## config.mk

```make
export PLATFORM = sky130hd
export DESIGN_NAME = stream_cmd_engine
export DESIGN_NICKNAME = d
export VERILOG_FILES = /design/src/rtl/stream_cmd_pkg.sv /design/src/rtl/cmd_field_decode.sv /design/src/rtl/cmd_word_ram.sv /design/src/rtl/stream_cmd_engine.sv
export SDC_FILE = /design/constraint.sdc
export NUM_CORES = 2
export LEC_CHECK = 0
export ABC_CLOCK_PERIOD_IN_PS = 6300
export BUFFER_PORTS_ARGS = -buffer_cell sky130_fd_sc_hd__clkbuf_2
export CORE_UTILIZATION = 29
export CTS_BUF_LIST = sky130_fd_sc_hd__clkbuf_8
export CTS_CLUSTER_DIAMETER = 40
export CTS_CLUSTER_SIZE = 12
export DETAILED_ROUTE_END_ITERATION = 16
export PLACE_DENSITY_LB_ADDON = 0.15
export SYNTH_ARGS = -nofsm -noshare
export SYNTH_HDL_FRONTEND = slang
export SYNTH_SLANG_ARGS = --single-unit
```

## constraint.sdc

```tcl
create_clock -name clk -period 6.3 [get_ports clk]
set_input_delay 0.63 -clock clk [delete_from_list [all_inputs] [get_ports clk]]
set_output_delay 0.63 -clock clk [all_outputs]
set_load 0.01 [all_outputs]
```

## src/rtl/stream_cmd_pkg.sv

```systemverilog
package stream_cmd_pkg;

    localparam int WORD_W = 32;
    localparam int OP_HI  = 31;
    localparam int OP_LO  = 28;
    localparam int CNT_HI = 27;
    localparam int CNT_LO = 24;
    localparam int BA_W   = 24;

    typedef enum logic [3:0] {
        OPC_LED  = 4'h1,
        OPC_READ = 4'h2,
        OPC_MEMW = 4'h3
    } opcode_e;

    typedef enum logic [2:0] {
        ST_FETCH = 3'd0,
        ST_LOAD  = 3'd1,
        ST_TX    = 3'd2,
        ST_DONE  = 3'd3
    } eng_state_e;

endpackage

```

## src/rtl/cmd_field_decode.sv

```systemverilog
module cmd_field_decode
    import stream_cmd_pkg::*;
#(
    parameter int LED_W = 8
) (
    input  logic [WORD_W-1:0]          word_i,
    output logic [3:0]                 op_o,
    output logic [CNT_HI-CNT_LO:0]     cnt_o,
    output logic [BA_W-1:0]            addr_o,
    output logic [LED_W-1:0]           led_o
);
    always_comb begin
        op_o   = word_i[OP_HI:OP_LO];
        cnt_o  = word_i[CNT_HI:CNT_LO];
        addr_o = word_i[BA_W-1:0];
        led_o  = word_i[LED_W-1:0];
    end
endmodule

```

## src/rtl/cmd_word_ram.sv

```systemverilog
module cmd_word_ram #(
    parameter int SLOT_W = 6,
    parameter int DATA_W = 32
) (
    input  logic              clk,
    input  logic              we,
    input  logic [SLOT_W-1:0] waddr,
    input  logic [DATA_W-1:0] wdata,
    input  logic [SLOT_W-1:0] raddr,
    output logic [DATA_W-1:0] rdata
);
    localparam int DEPTH = 1 << SLOT_W;

    logic [DATA_W-1:0] mem_q [DEPTH];

    always_ff @(posedge clk) begin
        if (we) mem_q[waddr] <= wdata;
        rdata <= mem_q[raddr];
    end
endmodule

```

## src/rtl/stream_cmd_engine.sv

```systemverilog
module stream_cmd_engine
    import stream_cmd_pkg::*;
#(
    parameter int ADDR_W = 8,
    parameter int LED_W  = 8
) (
    input  logic              clk,
    input  logic              rst_n,
    input  logic [31:0]       in_data,
    input  logic              in_valid,
    output logic              in_ready,
    output logic [31:0]       out_data,
    output logic              out_valid,
    input  logic              out_ready,
    output logic [LED_W-1:0]  led
);
    localparam int SLOT_W = ADDR_W - 2;
    localparam int CNT_W  = CNT_HI - CNT_LO + 1;

    typedef struct packed {
        eng_state_e        st;
        logic [WORD_W-1:0] word;
        logic [BA_W-1:0]   addr;
        logic [CNT_W-1:0]  left;
        logic              burst;
        logic [LED_W-1:0]  led;
    } regs_t;

    regs_t r_d, r_q;

    logic [3:0]        dec_op;
    logic [CNT_W-1:0]  dec_cnt;
    logic [BA_W-1:0]   dec_addr;
    logic [LED_W-1:0]  dec_led;
    logic              ram_we;
    logic [WORD_W-1:0] ram_rdata;

    cmd_field_decode #(.LED_W(LED_W)) u_dec (
        .word_i (r_q.word),
        .op_o   (dec_op),
        .cnt_o  (dec_cnt),
        .addr_o (dec_addr),
        .led_o  (dec_led)
    );

    cmd_word_ram #(.SLOT_W(SLOT_W), .DATA_W(WORD_W)) u_ram (
        .clk   (clk),
        .we    (ram_we),
        .waddr (r_q.addr[ADDR_W-1:2]),
        .wdata (r_q.word),
        .raddr (dec_addr[ADDR_W-1:2]),
        .rdata (ram_rdata)
    );

    always_comb begin
        r_d       = r_q;
        ram_we    = 1'b0;
        in_ready  = 1'b0;
        out_valid = 1'b0;
        unique case (r_q.st)
            ST_FETCH: begin
                in_ready = 1'b1;
                if (in_valid) begin
                    r_d.word = in_data;
                    r_d.st   = ST_LOAD;
                end
            end
            ST_LOAD: begin
                if (r_q.burst) begin
                    ram_we    = 1'b1;
                    r_d.addr  = r_q.addr + BA_W'(4);
                    r_d.left  = r_q.left - CNT_W'(1);
                    r_d.burst = (r_q.left != '0);
                    r_d.st    = ST_DONE;
                end else begin
                    unique case (dec_op)
                        OPC_MEMW: begin
                            r_d.burst = 1'b1;
                            r_d.left  = dec_cnt;
                            r_d.addr  = dec_addr;
                            r_d.st    = ST_DONE;
                        end
                        OPC_LED: begin
                            r_d.led = dec_led;
                            r_d.st  = ST_DONE;
                        end
                        OPC_READ: r_d.st = ST_TX;
                        default:  r_d.st = ST_FETCH;
                    endcase
                end
            end
            ST_TX: begin
                out_valid = 1'b1;
                if (out_ready) r_d.st = ST_DONE;
            end
            ST_DONE: begin
                in_ready = 1'b1;
                if (in_valid) begin
                    r_d.word = in_data;
                    r_d.st   = ST_LOAD;
                end else begin
                    r_d.st = ST_FETCH;
                end
            end
            default: r_d.st = ST_FETCH;
        endcase
    end

    always_ff @(posedge clk or negedge rst_n) begin
        if (!rst_n) begin
            r_q       <= '0;
            r_q.st    <= ST_FETCH;
        end else begin
            r_q <= r_d;
        end
    end

    assign out_data = out_valid ? ram_rdata : '0;
    assign led      = r_q.led;


    load_gap_chk: assert property (@(posedge clk) disable iff (!rst_n)
        (in_valid && in_ready) |=> !in_ready);


    hold_resp_chk: assert property (@(posedge clk) disable iff (!rst_n)
        (out_valid && !out_ready) |=> (out_valid && $stable(out_data)));


    no_overlap_chk: assert property (@(posedge clk) disable iff (!rst_n)
        out_valid |-> !in_ready);


    wr_then_ready_chk: assert property (@(posedge clk) disable iff (!rst_n)
        ram_we |=> (in_ready && !out_valid));


    led_source_chk: assert property (@(posedge clk) disable iff (!rst_n)
        !$stable(led) |-> $past(in_valid && in_ready, 2));

endmodule

```

==> results summary <==
Yosys printed 0 warnings. The overall die area is 0.283 sq mm. The TritonCTS buffer count came out at between 300 and 400.

After global routing the overflow that remains totals 0. Timing analysis after detailed placement gives a worst setup slack of 1.91 ns. The worst-margin pin slew is between 1 and 1.5 ns. The flow ran to the end, but the final reports show violations. The critical-path maximum fanout came out at 44. The via total after detailed routing is roughly 39000. For this design, the CTS-stage hold fixing added 35 buffers. Across the routed clock network, the largest skew measured is between 0.06 and 0.07 ns. In this run, distinct cell masters in the synthesized netlist total 53.

The quantity of I/O buffers inserted on ports is 77. After detailed routing, the number of remaining DRC violations is 8. The hold violation total from the final report came out at 0. The count of flip-flops with a built-in enable after synthesis is a little over 2000.

The required arrival time at the worst endpoint came out at roughly 7.2 ns. Setup violations remaining at the end of the flow were counted as 0. The last weighted congestion value of the routability-driven placer is around 0.75.

The number of H-tree levels came out at 5. Synthesis handed over a netlist of about 3600 instances. The ratio of final minimum period to clock period is 0.673. The sink count of the clock tree is roughly 2100.

The worst-case headroom to the max-slew limit is 0.0231. The checks that failed: DRC. Once detail routing completed, the nets flagged for antenna violations numbered 0. For this design, the slowest cell found on the critical path is sky130_fd_sc_hd__dfrtp_4. Measured along the x axis, the die boundary spans between 500 and 600 microns. The final sum of negative setup slack came out at 0 ns. The static leakage came out at 29.7 nW. The final standard cell area without fillers came out at approximately 0.095 sq mm. In this run the count of I/O pins placed on the die edge is a little under 80. Hold is met by approximately 0.21 ns.

The placed standard-cell area is 0.0874 sq mm. The tool flagged a number of max-cap violations equal to 0. The synthesized area per cell came out at between 20 and 25 sq um. The worst ir drop on vdd is roughly 510 uV. The global-route wire length before repair came out at approximately 340000 microns. The standard-cell row count is about 190. The buffer depth of the longest clock path is 4.

The power density over cell area is around 480 mW/mm^2. Setup repair after global routing left no endpoint under its margin. The routed wire length came out at 249000 microns. Traced cell by cell, the critical path runs through buf_12, buf_12, mux4_2, mux4_2, nor2b_1, a21oi_1, a21oi_1. The initial antenna violation count is 38. For this run, asynchronously set or reset flops after synthesis account for 0.0248.

The placed wire-length estimate after detailed placement came out at 142000 microns. The class of the most critical hold timing path is in2reg. The number of vias per cell is a little under 5. The final non-filler cell total came out at 7978. The count of state elements after synthesis is between 2000 and 2500. The clock slew at the register clock pins of the worst setup and hold paths came out at about 0.08 ns. The worst path arrival time came out at just over 5 ns. The achievable clock frequency came out at about 240 MHz. In the synthesized netlist the dominant register cell turns out to be sky130_fd_sc_hd__edfxtp_1. The count of cells resized by post-cts repair came out at 0. The share of post-route cells with drive strength above 1 is 0.357. STA classifies the critical path endpoint as a flip-flop. The combined area of all synthesized cells came out at around 0.082 sq mm.

The post-placement cell count is approximately 7300. The total track usage came out at 0.174. The critical setup path kind is reg2reg.

After layout, the design draws a total of 46.2 mW. The core region is roughly 0.28 sq mm. In this run the clock root is driven by a sky130_fd_sc_hd__clkbuf_8. For this configuration, the core starts out at a cell density of 0.292.

The post-CTS setup-driven buffer insertion count came out at 0. The chip height is roughly 530 microns. The library cell used most frequently in the layout, excluding fill and tap cells, is sky130_fd_sc_hd__edfxtp_1. In the final design database the tool counted roughly 4000 nets.

The DRC violation total after the first TritonRoute iteration came out at 4051. The pin count of the biggest net entering global routing is ~110. The number of global-route vias before repair came out at slightly above 40000. The final routed wire length divided by cell count came out at 31.2 microns. The sequential-to-total area share from yosys stat came out at 0.778. The count of pins over their slew limit came out at 0. The routed design could run at a clock period as short as 4.24 ns.

The first detailed-routing pass ran for 11 iterations. Across all setup checks in the final design, the least slack found is between 2 and 2.5 ns. For the worst-skew pair, the clock arrives at the later sink with an insertion delay of 1.06 ns. The layout overhead on the synthesized area is 16.9%. The maximum cell stage delay along the critical path is 1.12 ns.

TritonCTS built the clock tree. The utilization after layout is 0.341. After filler insertion, the fill cell instance count of the layout stands at 26300. In the layout the commonest cells are 2048 x sky130_fd_sc_hd__edfxtp_1, 540 x sky130_fd_sc_hd__mux4_2, 358 x sky130_fd_sc_hd__clkbuf_8, 143 x sky130_fd_sc_hd__buf_4, 79 x sky130_fd_sc_hd__mux2i_1. The kind of start point of the critical path is a flip-flop. The synthesized netlist net count came out at about 3600.
==> worst paths after layout <==
check                               startpoint                      to  slack [ns]  cells after the start
hold / removal                       out_ready     r_q[70]$_DFFE_PN0P_        0.21                      5
setup / recovery           r_q[39]$_DFFE_PN0P_  u_ram.rdata[7]$_DFF_P_        2.06                      7
max in group asynchronous                rst_n     r_q[61]$_DFFE_PN0P_        5.15                      3
min in group asynchronous                rst_n      led[1]$_DFFE_PN0P_        0.25                      3
hold reg to reg             led[7]$_DFFE_PN0P_      led[7]$_DFFE_PN0P_        0.51                      1
setup reg to reg           r_q[39]$_DFFE_PN0P_  u_ram.rdata[7]$_DFF_P_        2.06                      7
==> where the power goes <==
group	internal, mW	switching, mW	total [mW]
registers	18.1	1.32	19.4
clock network	7.12	6.16	13.3
logic	5.02	8.46	13.5
total	30.2	15.9	46.2
==> flip-flops by register name, indices dropped and copies added, names as in the netlist <==
| signal | flops |
|---|---|
| u_ram.mem_q | 2048 |
| r_q | 45 |
| led | 8 |
| u_ram.rdata | 32 |
==> synthesized netlist by cell type, drive strengths merged, types with 28 or more instances <==
master	instances	area share
buf	126	0.011
o22ai	28	0.0021
a22oi	41	0.0038
mux2	64	0.0088
nor2	88	0.0041
dfrtp	53	0.016
nand2	38	0.0017
mux4	540	0.15
o21ai	28	0.0017
mux2i	79	0.0097
clkbuf	75	0.0035
a21oi	48	0.0029
and2	36	0.0028
dfxtp	32	0.0079
edfxtp	2048	0.75
==> critical path, delay by kind of cell (launching register included) <==
family                 cells  cell delay (ns)
buffers and inverters      2             0.71
muxes                      2             1.08
AOI/OAI and AO/OA          2             0.92
DFF                        1             1.12
and+or+nand+nor            1             0.16
==> routing by layer <==
metal | vias to the layer above | GRT usage | share of wire
li1 | 16100 | - | -
met1 | 21800 | 0.246 | 0.45
met2 | 1263 | 0.271 | 0.46
met3 | 366 | 0.0378 | 0.063
met4 | 4 | 0.0465 | 0.024
met5 | - | 0 | 0.000084
==> cells by family after synthesis <==
kind of cell	Yosys count	share of synthesized area
AOI/OAI and AO/OA	265	0.0227
adders and majority gates	7	0.00107
buffers and inverters	213	0.0148
DFF	2133	0.778
muxes	683	0.168
and+or+nand+nor	257	0.0155
==> area by class of cell <==
type | count | area [sq um] | area share
Multi-Input combinational cell | 1212 | 17400 | 0.183
Tap cell | 3724 | 4660 | 0.0489
Timing Repair Buffer | 273 | 2150 | 0.0226
Antenna cell | 10 | 25.0 | 0.000262
Clock inverter | 256 | 2610 | 0.0274
Inverter | 12 | 45.0 | 0.000472
Clock buffer | 358 | 4930 | 0.0517
Sequential cell | 2133 | 63500 | 0.666
(Power assumes the default switching activity.)
